[src/rtl/rn_pkg.sv]
package rn_pkg;
  localparam int unsigned ARCH_N = 4;
  localparam int unsigned PHYS_N = 16;
  localparam int unsigned AW     = $clog2(ARCH_N);
  localparam int unsigned PW     = $clog2(PHYS_N);

  typedef struct packed {
    logic          src0_en;
    logic [PW-1:0] src0_phys;
    logic          src1_en;
    logic [PW-1:0] src1_phys;
    logic          dst_en;
    logic [PW-1:0] dst_phys;
    logic [PW-1:0] old_phys;
  } renamed_t;
endpackage

[src/rtl/rn_map_table.sv]
module rn_map_table #(
  parameter int unsigned ARCH_N = 4,
  parameter int unsigned PHYS_N = 16,
  parameter int unsigned RD_N   = 3,
  localparam int unsigned AW = $clog2(ARCH_N),
  localparam int unsigned PW = $clog2(PHYS_N)
) (
  input  logic                   clk_i,
  input  logic                   rst_ni,
  input  logic [RD_N-1:0][AW-1:0] rd_arch_i,
  output logic [RD_N-1:0][PW-1:0] rd_phys_o,
  input  logic                   we_i,
  input  logic [AW-1:0]          wr_arch_i,
  input  logic [PW-1:0]          wr_phys_i
);
  logic [ARCH_N-1:0][PW-1:0] map_q;

  always_ff @(posedge clk_i or negedge rst_ni) begin
    if (!rst_ni) begin
      for (int i = 0; i < ARCH_N; i++) map_q[i] <= PW'(i);
    end else if (we_i) begin
      map_q[wr_arch_i] <= wr_phys_i;
    end
  end

  // reads see the pre-write mapping
  for (genvar g = 0; g < RD_N; g++) begin : g_rd
    assign rd_phys_o[g] = map_q[rd_arch_i[g]];
  end
endmodule

[src/rtl/rn_free_list.sv]
module rn_free_list #(
  parameter int unsigned ARCH_N = 4,
  parameter int unsigned PHYS_N = 16,
  localparam int unsigned PW = $clog2(PHYS_N),
  localparam int unsigned CW = $clog2(PHYS_N + 1)
) (
  input  logic          clk_i,
  input  logic          rst_ni,
  input  logic          pop_i,
  output logic [PW-1:0] head_o,
  output logic          empty_o,
  input  logic          push_i,
  input  logic [PW-1:0] push_phys_i,
  output logic [CW-1:0] cnt_o
);
  localparam int unsigned INIT_N = PHYS_N - ARCH_N;

  logic [PHYS_N-1:0][PW-1:0] mem_q;
  logic [PW-1:0] rd_q, wr_q;
  logic [CW-1:0] cnt_q;

  function automatic logic [PW-1:0] ptr_inc(input logic [PW-1:0] p);
    return (p == PW'(PHYS_N - 1)) ? '0 : p + 1'b1;
  endfunction

  always_ff @(posedge clk_i or negedge rst_ni) begin
    if (!rst_ni) begin
      for (int i = 0; i < PHYS_N; i++)
        mem_q[i] <= (i < INIT_N) ? PW'(i + ARCH_N) : '0;
      rd_q  <= '0;
      wr_q  <= PW'(INIT_N % PHYS_N);
      cnt_q <= CW'(INIT_N);
    end else begin
      if (push_i) begin
        mem_q[wr_q] <= push_phys_i;
        wr_q        <= ptr_inc(wr_q);
      end
      if (pop_i) rd_q <= ptr_inc(rd_q);
      cnt_q <= cnt_q + CW'(push_i) - CW'(pop_i);
    end
  end

  assign head_o  = mem_q[rd_q];
  assign empty_o = (cnt_q == '0);
  assign cnt_o   = cnt_q;
endmodule

[src/rtl/rn_out_stage.sv]
module rn_out_stage
  import rn_pkg::*;
(
  input  logic     clk_i,
  input  logic     rst_ni,
  input  logic     load_i,
  input  renamed_t data_i,
  output logic     valid_o,
  output renamed_t data_o
);
  always_ff @(posedge clk_i or negedge rst_ni) begin
    if (!rst_ni) begin
      valid_o <= 1'b0;
      data_o  <= '0;
    end else begin
      valid_o <= load_i;
      if (load_i) data_o <= data_i;
    end
  end
endmodule

[src/rtl/reg_rename_top.sv]
module reg_rename_top
  import rn_pkg::*;
(
  input  logic          clk_i,
  input  logic          rst_ni,
  input  logic          in_valid_i,
  output logic          in_ready_o,
  input  logic          in_src0_en_i,
  input  logic [AW-1:0] in_src0_arch_i,
  input  logic          in_src1_en_i,
  input  logic [AW-1:0] in_src1_arch_i,
  input  logic          in_dst_en_i,
  input  logic [AW-1:0] in_dst_arch_i,
  input  logic          free_valid_i,
  input  logic [PW-1:0] free_phys_i,
  output logic          out_valid_o,
  output logic          out_src0_en_o,
  output logic [PW-1:0] out_src0_phys_o,
  output logic          out_src1_en_o,
  output logic [PW-1:0] out_src1_phys_o,
  output logic          out_dst_en_o,
  output logic [PW-1:0] out_dst_phys_o,
  output logic [PW-1:0] out_old_phys_o
);
  localparam int unsigned CW = $clog2(PHYS_N + 1);

  logic [2:0][AW-1:0] rd_arch;
  logic [2:0][PW-1:0] rd_phys;
  logic               fire, alloc, fl_empty;
  logic [PW-1:0]      fl_head;
  logic [CW-1:0]      free_cnt;
  renamed_t           nxt, cur;

  assign in_ready_o = ~fl_empty | ~in_dst_en_i;
  assign fire       = in_valid_i & in_ready_o;
  assign alloc      = fire & in_dst_en_i;

  assign rd_arch[0] = in_src0_arch_i;
  assign rd_arch[1] = in_src1_arch_i;
  assign rd_arch[2] = in_dst_arch_i;

  rn_map_table #(.ARCH_N(ARCH_N), .PHYS_N(PHYS_N), .RD_N(3)) u_map (
    .clk_i     (clk_i),
    .rst_ni    (rst_ni),
    .rd_arch_i (rd_arch),
    .rd_phys_o (rd_phys),
    .we_i      (alloc),
    .wr_arch_i (in_dst_arch_i),
    .wr_phys_i (fl_head)
  );

  rn_free_list #(.ARCH_N(ARCH_N), .PHYS_N(PHYS_N)) u_fl (
    .clk_i       (clk_i),
    .rst_ni      (rst_ni),
    .pop_i       (alloc),
    .head_o      (fl_head),
    .empty_o     (fl_empty),
    .push_i      (free_valid_i),
    .push_phys_i (free_phys_i),
    .cnt_o       (free_cnt)
  );

  always_comb begin
    nxt.src0_en   = in_src0_en_i;
    nxt.src0_phys = in_src0_en_i ? rd_phys[0] : '0;
    nxt.src1_en   = in_src1_en_i;
    nxt.src1_phys = in_src1_en_i ? rd_phys[1] : '0;
    nxt.dst_en    = in_dst_en_i;
    nxt.dst_phys  = in_dst_en_i ? fl_head : '0;
    nxt.old_phys  = in_dst_en_i ? rd_phys[2] : '0;
  end

  rn_out_stage u_out (
    .clk_i   (clk_i),
    .rst_ni  (rst_ni),
    .load_i  (fire),
    .data_i  (nxt),
    .valid_o (out_valid_o),
    .data_o  (cur)
  );

  assign out_src0_en_o   = cur.src0_en;
  assign out_src0_phys_o = cur.src0_phys;
  assign out_src1_en_o   = cur.src1_en;
  assign out_src1_phys_o = cur.src1_phys;
  assign out_dst_en_o    = cur.dst_en;
  assign out_dst_phys_o  = cur.dst_phys;
  assign out_old_phys_o  = cur.old_phys;
endmodule

[config.mk]
export PLATFORM = sky130hd
export DESIGN_NAME = reg_rename_top
export DESIGN_NICKNAME = d
export VERILOG_FILES = /design/src/rtl/rn_pkg.sv /design/src/rtl/rn_map_table.sv /design/src/rtl/rn_free_list.sv /design/src/rtl/rn_out_stage.sv /design/src/rtl/reg_rename_top.sv
export SDC_FILE = /design/constraint.sdc
export NUM_CORES = 1
export LEC_CHECK = 0
export BUFFER_PORTS_ARGS = -buffer_cell sky130_fd_sc_hd__buf_2
export CAP_MARGIN = 10
export CORE_MARGIN = 2
export CORE_UTILIZATION = 54
export DETAILED_ROUTE_END_ITERATION = 12
export GPL_ROUTABILITY_DRIVEN = 0
export GPL_TIMING_DRIVEN = 0
export PLACE_DENSITY = 0.75
export RECOVER_POWER = 100
export SYNTH_ARGS = -nofsm -noshare
export SYNTH_HDL_FRONTEND = slang
export SYNTH_SLANG_ARGS = --single-unit
[constraint.sdc]
create_clock -name clk_i -period 2.8 [get_ports clk_i]
set_input_delay 0.28 -clock clk_i [delete_from_list [all_inputs] [get_ports clk_i]]
set_output_delay 0.28 -clock clk_i [all_outputs]
set_load 0.1 [all_outputs]
; ---- After elaboration in Yosys (flattened, before gate mapping)
; Index checks and enable logic that the tools add are counted.
[totals]
latch_bits = 0
in_bits = 17
wordCells = 72
mem_bits_ro = 0
regBits = 113
out_inout_bits = 21
mem_count = 0
ramBits = 0
[classes]
n_eq_ne = 2
div_mod_pow = 0
addsub = 4
n_lt_le_gt_ge = 7
n_reduce_logical = 3
n_mul = 0
muxes = 20
n_shift = 0
n_bitwise = 5
[op_table]
columns = cell, n
row1 = 64-bit bitwise mux, 1
row2 = 4-bit 2-to-1 mux, 12
row3 = 4-bit binary-select mux with 2-bit select, 3
row4 = 4-bit binary-select mux with 4-bit select, 1
row5 = 16-bit bitwise mux, 1
row6 = 4-bit demux with 4-bit select, 1
row7 = "4-bit by 5-bit < comparator with 1-bit output, second input constant", 2
row8 = "2-bit by 3-bit < comparator with 1-bit output, second input constant", 3
row9 = "4-bit by 1-bit adder with 4-bit output, second input constant", 2
row10 = 4-bit demux with 2-bit select, 1
row11 = "4-bit == test, second input constant", 2
row12 = 5-bit by 1-bit adder with 5-bit output, 1
row13 = 5-bit zero test, 1
row14 = 5-bit by 1-bit subtractor with 5-bit output, 1
row15 = "4-bit by 1-bit greater-or-equal comparator with 1-bit output, second input constant", 1
row16 = 1-bit bitwise AND, 2
row17 = "2-bit by 1-bit greater-or-equal comparator with 1-bit output, second input constant", 1
row18 = 1-bit logical AND, 2
row19 = 1-bit NOT, 2
row20 = 1-bit OR, 1

; ---- Depth between registers and ports, before layout
[depth]
word_depth = 6
depth_mapped = 14
depth_no_buf = 13

; ---- By module
; From an unflattened synthesis, not the netlist that was laid out.
[unflattened]
cells_unflattened = 376
hier_area_um2 = 5572.8
[modules_own_cells]
columns = module, seq_area_each_um2, area_each_um2, n_inst, cells_per_inst
row1 = rn_free_list, 1966.9, 3748.6, 1, 267
row2 = rn_map_table, 405.4, 905.9, 1, 48
row3 = rn_out_stage, 500.5, 783.3, 1, 41
row4 = reg_rename_top, 0.0, 135.1, 1, 20

; ---- Worst setup path after synthesis
; Ideal clock, no wire load.
[synth_timing]
path_kind = reg-to-reg
from = reg u_fl.cnt_q[2] (netlist: u_fl.cnt_o[2])
to = reg u_fl.cnt_q[4] (netlist: u_fl.cnt_o[4])
setup_ns = 0.123
path_stages_with_launch = 15
setup_slack_ns = 0.020
required_time_ns = 2.677
t_arrival_ns = 2.657
path_buffers = 1
synth_period_minus_slack_ns = 2.780
cell_sequence = dfstp_2 > inv_1 > ha_1 > or4b_4 > nand3_2 > inv_1 > buf_2 > ha_1 > inv_1 > ha_1 > fa_1 > a21oi_1 > nor2_1 > nor2_1 > xnor2_1
[synth_via]
elab_chain_len = 6
word_cells_on_any_way = 7
cone_classes = add/sub (2) / bitwise (4) / reduce/logical (1)
[synth_lines]
columns = item, line
row1 = from (decl), rn_free_list.sv:20  ; logic [CW-1:0] cnt_q;
row2 = from (signal assigned), rn_free_list.sv:32  ; cnt_q <= CW'(INIT_N);
row3 = from (signal assigned), rn_free_list.sv:39  ; cnt_q <= cnt_q + CW'(push_i) - CW'(pop_i);
row4 = 5-bit zero test, rn_free_list.sv:44  ; assign empty_o = (cnt_q == '0);
row5 = 1-bit NOT, reg_rename_top.sv:34  ; assign in_ready_o = ~fl_empty | ~in_dst_en_i;
row6 = 1-bit OR, reg_rename_top.sv:34
row7 = 1-bit bitwise AND, reg_rename_top.sv:35  ; assign fire = in_valid_i & in_ready_o;
row8 = 1-bit bitwise AND, reg_rename_top.sv:36  ; assign alloc = fire & in_dst_en_i;
row9 = net alloc, reg_rename_top.sv:29  ; logic fire, alloc, fl_empty;
row10 = 5-bit by 1-bit subtractor with 5-bit output, rn_free_list.sv:39
; The timed path passes the listed nets, and every way through them passes these cells.
; A chain may end at the register's enable or synchronous reset.

; ---- Final worst setup path
[layout_timing]
from = reg u_fl.cnt_q[2] (netlist: u_fl.cnt_o[2])
to = reg u_fl.cnt_q[4] (netlist: u_fl.cnt_o[4])
[layout_via]
elab_chain_len = 6
word_cells_on_any_way = 7
cone_classes = add/sub (2) / bitwise (4) / reduce/logical (1)
[layout_lines]
columns = item, line
row1 = 5-bit zero test, rn_free_list.sv:44
row2 = 1-bit NOT, reg_rename_top.sv:34
row3 = 1-bit OR, reg_rename_top.sv:34
row4 = 1-bit bitwise AND, reg_rename_top.sv:35
row5 = 1-bit bitwise AND, reg_rename_top.sv:36
row6 = 5-bit by 1-bit subtractor with 5-bit output *, rn_free_list.sv:39
; Every way passes the cells marked *; elsewhere a longest branch is shown, timed or not.

==> summary.md <==
| Metric | Value |
|---|---|
| Status | finished clean |
| DR WL/cell | 19.69 um |
| Pwr dens | 1316 nW/um^2 |
| RSZ-0062 raised after global routing | true |
| CTS Buf Count | 17 |
| Largest net degree at the start of global routing | 59 |
| Crit end category | register |
| Post-synthesis adder-cell area fraction | 0.02890 |
| Placed Area | 5827 um^2 |
| Vias in the first global route | 3,598 |
| Starting Density | 0.5581 |
| Post-synth EDFFs | 0 |
| Xor and xnor area share after synthesis | 0.01124 |
| DP HPWL | 7627 um |
| CP dominant cell by count | nor2_1 |
| Final hold violations | 0 |
| Sw power | 3.012 mW |
| Yosys cell types | 40 |
| Total die area | 10,920 um^2 |
| Drt initial violations | 154 |
| CTS HTree Levels | 4 |
| Final hold slack | 0.04848 ns |
| Ports | 38 |
| Peak VDD IR | 0.0005705 V |
| Sequential Area | 2873 um^2 |
| ANT nets after route | 0 |
| Synth Flop Type | dfrtp_1 |
| Gate power share | 0.366 |
| Placed instance count | 560 |
| Final Routed Wirelength | 11,690 um |
| Vias per inst | 5.833 |
| Final worst path period share | 0.9569 |
| Crit path cell chain | inv_2 > ha_1 > or4b_4 > nand3_4 > clkinvlp_4 > ha_4 > inv_1 > ha_2 > fa_2 > a21oi_2 > nor2_1 > nor2_1 > xnor2_1 |
| Clk_lat worst skew | 0.51 ns |
| Internal Power | 5.526 mW |
| Mapped Area | 5455 um^2 |
| Maxcap violations | 0 |
| Critical path class | reg -> reg |
| Avg Cell Area, Syn | 13.95 um^2 |
| Sequential power share | 0.355 |
| Compound-gate portion of the synthesized area | 0.05344 |
| Rows | 36 |
| Die width | 104.5 um |
| GRT Util Overall | 0.2273 |
| Max-slew violations | 0 |
| Drt first pass iters | 4 |
| Post-synthesis mux area share | 0.2897 |
| Period minus WS final | 2.679 ns |
| Post-route DRC | 0 |
| Setup_tns | 0 ns |
| Critical Path RT | 3.22 ns |
| Achievable Freq | 373.2 MHz |
| Synth Instances | 391 |
| Clock power frac | 0.278 |
| CTS tree | done |
| Synth Area in Simple Gates | 0.06422 |
| Via Count | 3,465 |
| Slowest cell on crit path | or4b_4 |
| Antenna fix cells | 0 |
| Largest family of logic cells by synthesized area | multiplexers |
| FFs w/ async S/R, synth | 1.000 |
| Synth-to-Final Area Change | 18.92% |
| First-pass GRT wire length | 18,950 um |
| Post-synthesis register bit count | 113 |
| Lkg Pwr | 2.779 nW |
| Grt ovf | 0 |
| Sequential area share after synthesis | 0.5266 |
| Startpoint type of the worst setup path | register |
| CTS Sinks | 113 |
| Core area | 9774 um^2 |
| Port Buffers | 35 |
| Fin area | 6487 um^2 |
| Hold WC Path Type | in -> reg |
| CP Max Fanout | 3 |
| Synthesis Warnings | 0 |
| Multi-input gate area | 2470 um^2 |
| Worst EP arrival | 3.10 ns |
| Actual transition at the worst max-transition pin | 1.372 ns |
| Die height | 104.5 um |
| Net Sw Frac | 0.3528 |
| Initial antenna violation count | 0 |
| Fin nets | 477 |
| Fin cells | 594 |
| Clock buffer depth | 2 |
| Post-Syn Nets | 420 |
| Worst Clk Skew | 0.01688 ns |
| Final Setup Violations | 0 |
| Fillcell total | 690 |
| Relative slew margins | 0.08505 |
| Clock slew at the register clock pins of the worst setup and hold paths | 0.06 ns |
| Final Util | 0.6637 |
| Clock root buffer | clkbuf_8 |
| Layout cells sized above 1 | 0.4664 |
| Slowest stage delay, CP | 0.51 ns |
registers in the layout, indices dropped and copies added (netlist names):
name and cells:
u_out.data_o 19, u_out.valid_o 1, u_fl.mem_q 64, u_fl.cnt_o 5
u_map.map_q 16, u_fl.rd_q 4, u_fl.wr_q 4
cell usage in the layout, fill, tap and decap left out, types with 3 or more instances in the layout:
| cell type | n |
|---|---|
| dfstp_2 | 35 |
| buf_4 | 3 |
| a22o_1 | 8 |
| nor2_1 | 10 |
| mux4_1 | 7 |
| ha_1 | 9 |
| xor2_1 | 3 |
| nand2_1 | 31 |
| mux2_2 | 97 |
| bufinv_16 | 6 |
| dfrtp_1 | 77 |
| clkbuf_16 | 16 |
| clkinvlp_4 | 5 |
| nand3_1 | 8 |
| o22ai_1 | 3 |
| clkbuf_1 | 29 |
| buf_2 | 18 |
| mux4_2 | 13 |
| nor2b_1 | 3 |
| o21ai_0 | 11 |
| xnor2_1 | 4 |
| nor3_1 | 3 |
| o221ai_1 | 8 |
| inv_1 | 9 |
| nand4_1 | 4 |
cell type report:
| cell class | instances | share of cell area |
|---|---|---|
| clock buffer | 18 | 0.06442 |
| timing repair buffer | 39 | 0.02816 |
| multi-input combinational | 248 | 0.3807 |
| clock inverter | 14 | 0.03664 |
| tap | 133 | 0.02565 |
| buffer | 17 | 0.01408 |
| sequential | 113 | 0.4428 |
| inverter | 12 | 0.007522 |
worst max-delay path, delay by kind of cell (launching register included):
| kind | cells | cell delay (ns) |
|---|---|---|
| fa+ha+maj | 4 | 0.94 |
| simple gates | 4 | 0.78 |
| flops | 1 | 0.37 |
| buf+inv | 3 | 0.24 |
| xor+xnor | 1 | 0.14 |
| compound gates | 1 | 0.12 |
synth_stat cells (all sizes together) (4+ instances only):
master	n	area [um^2]
nand3	10	60.06
dfstp	36	945.9
a22o	8	70.07
dfrtp	77	1927
inv	12	45.04
nor2	11	43.80
mux2	98	1104
buf	10	66.31
o21ai	14	81.33
nand4	4	25.02
ha	11	137.6
mux4	20	476.7
xnor2	4	35.03
o22ai	4	31.28
o221ai	8	70.07
nand2	31	116.4
clkbuf	8	30.03
what timing repair did:
action,in CTS,in global routing
pin swaps,1,0
endpoints found under the hold margin,33,0
gates resized for setup,2,6
setup endpoints to repair,2,1
setup buffers,2,0
hold buffers,1,0
power by group through the flow:
stage	clock [mW]	sequential, mW	combinational [mW]
6_report	2.38	3.03	3.13
3_3_place_gp	0	2.96	3.00
3_5_place_dp	0	3.02	3.09
5_1_grt	2.49	3.13	3.36
4_1_cts	2.42	3.02	3.14
2_1_floorplan	0	3.43	1.93
stage by stage:
| step | setup slack (ns) | total power, mW |
|---|---|---|
| after CTS | 0.003994 | 8.576 |
| after floorplan | 0.01993 | 5.359 |
| after global placement | -0.2182 | 5.959 |
| after global routing | -0.01325 | 8.978 |
| after detailed placement | -0.2452 | 6.108 |
| final | 0.1206 | 8.539 |
logic make-up after synthesis:
| family | after synthesis |
|---|---|
| muxes | 118 |
| DFF | 113 |
| and+or+nand+nor | 71 |
| AOI/OAI and AO/OA | 40 |
| buffers and inverters | 30 |
| adders and majority gates | 12 |
| xor gates and xnor gates | 7 |
path summary, 6_finish.rpt:
path                       slack [ns]                to              from  cells after the start
setup / recovery                 0.12     u_fl.cnt_o[4]     u_fl.cnt_o[2]                     13
hold / removal                   0.05  u_out.data_o[17]      in_src0_en_i                      3
setup reg to reg                 0.12     u_fl.cnt_o[4]     u_fl.cnt_o[2]                     13
hold reg to reg                  0.48  u_out.data_o[10]  u_out.data_o[10]                      2
max in group asynchronous        0.63      u_fl.rd_q[2]            rst_ni                      3
min in group asynchronous        0.62     u_fl.cnt_o[4]            rst_ni                      2
metal layers:
layer / wire (um) / up-vias / GRT usage / share of wire
met2: 5950 / 96 / 0.3711 / 0.51
met5: 0 / - / 0 / 0
met1: 5035 / 1792 / 0.2952 / 0.43
met3: 479 / 14 / 0.05013 / 0.041
li1: - / 1563 / - / -
met4: 229 / 0 / 0.09363 / 0.020
Note: power is estimated with default switching activity, not from simulation.
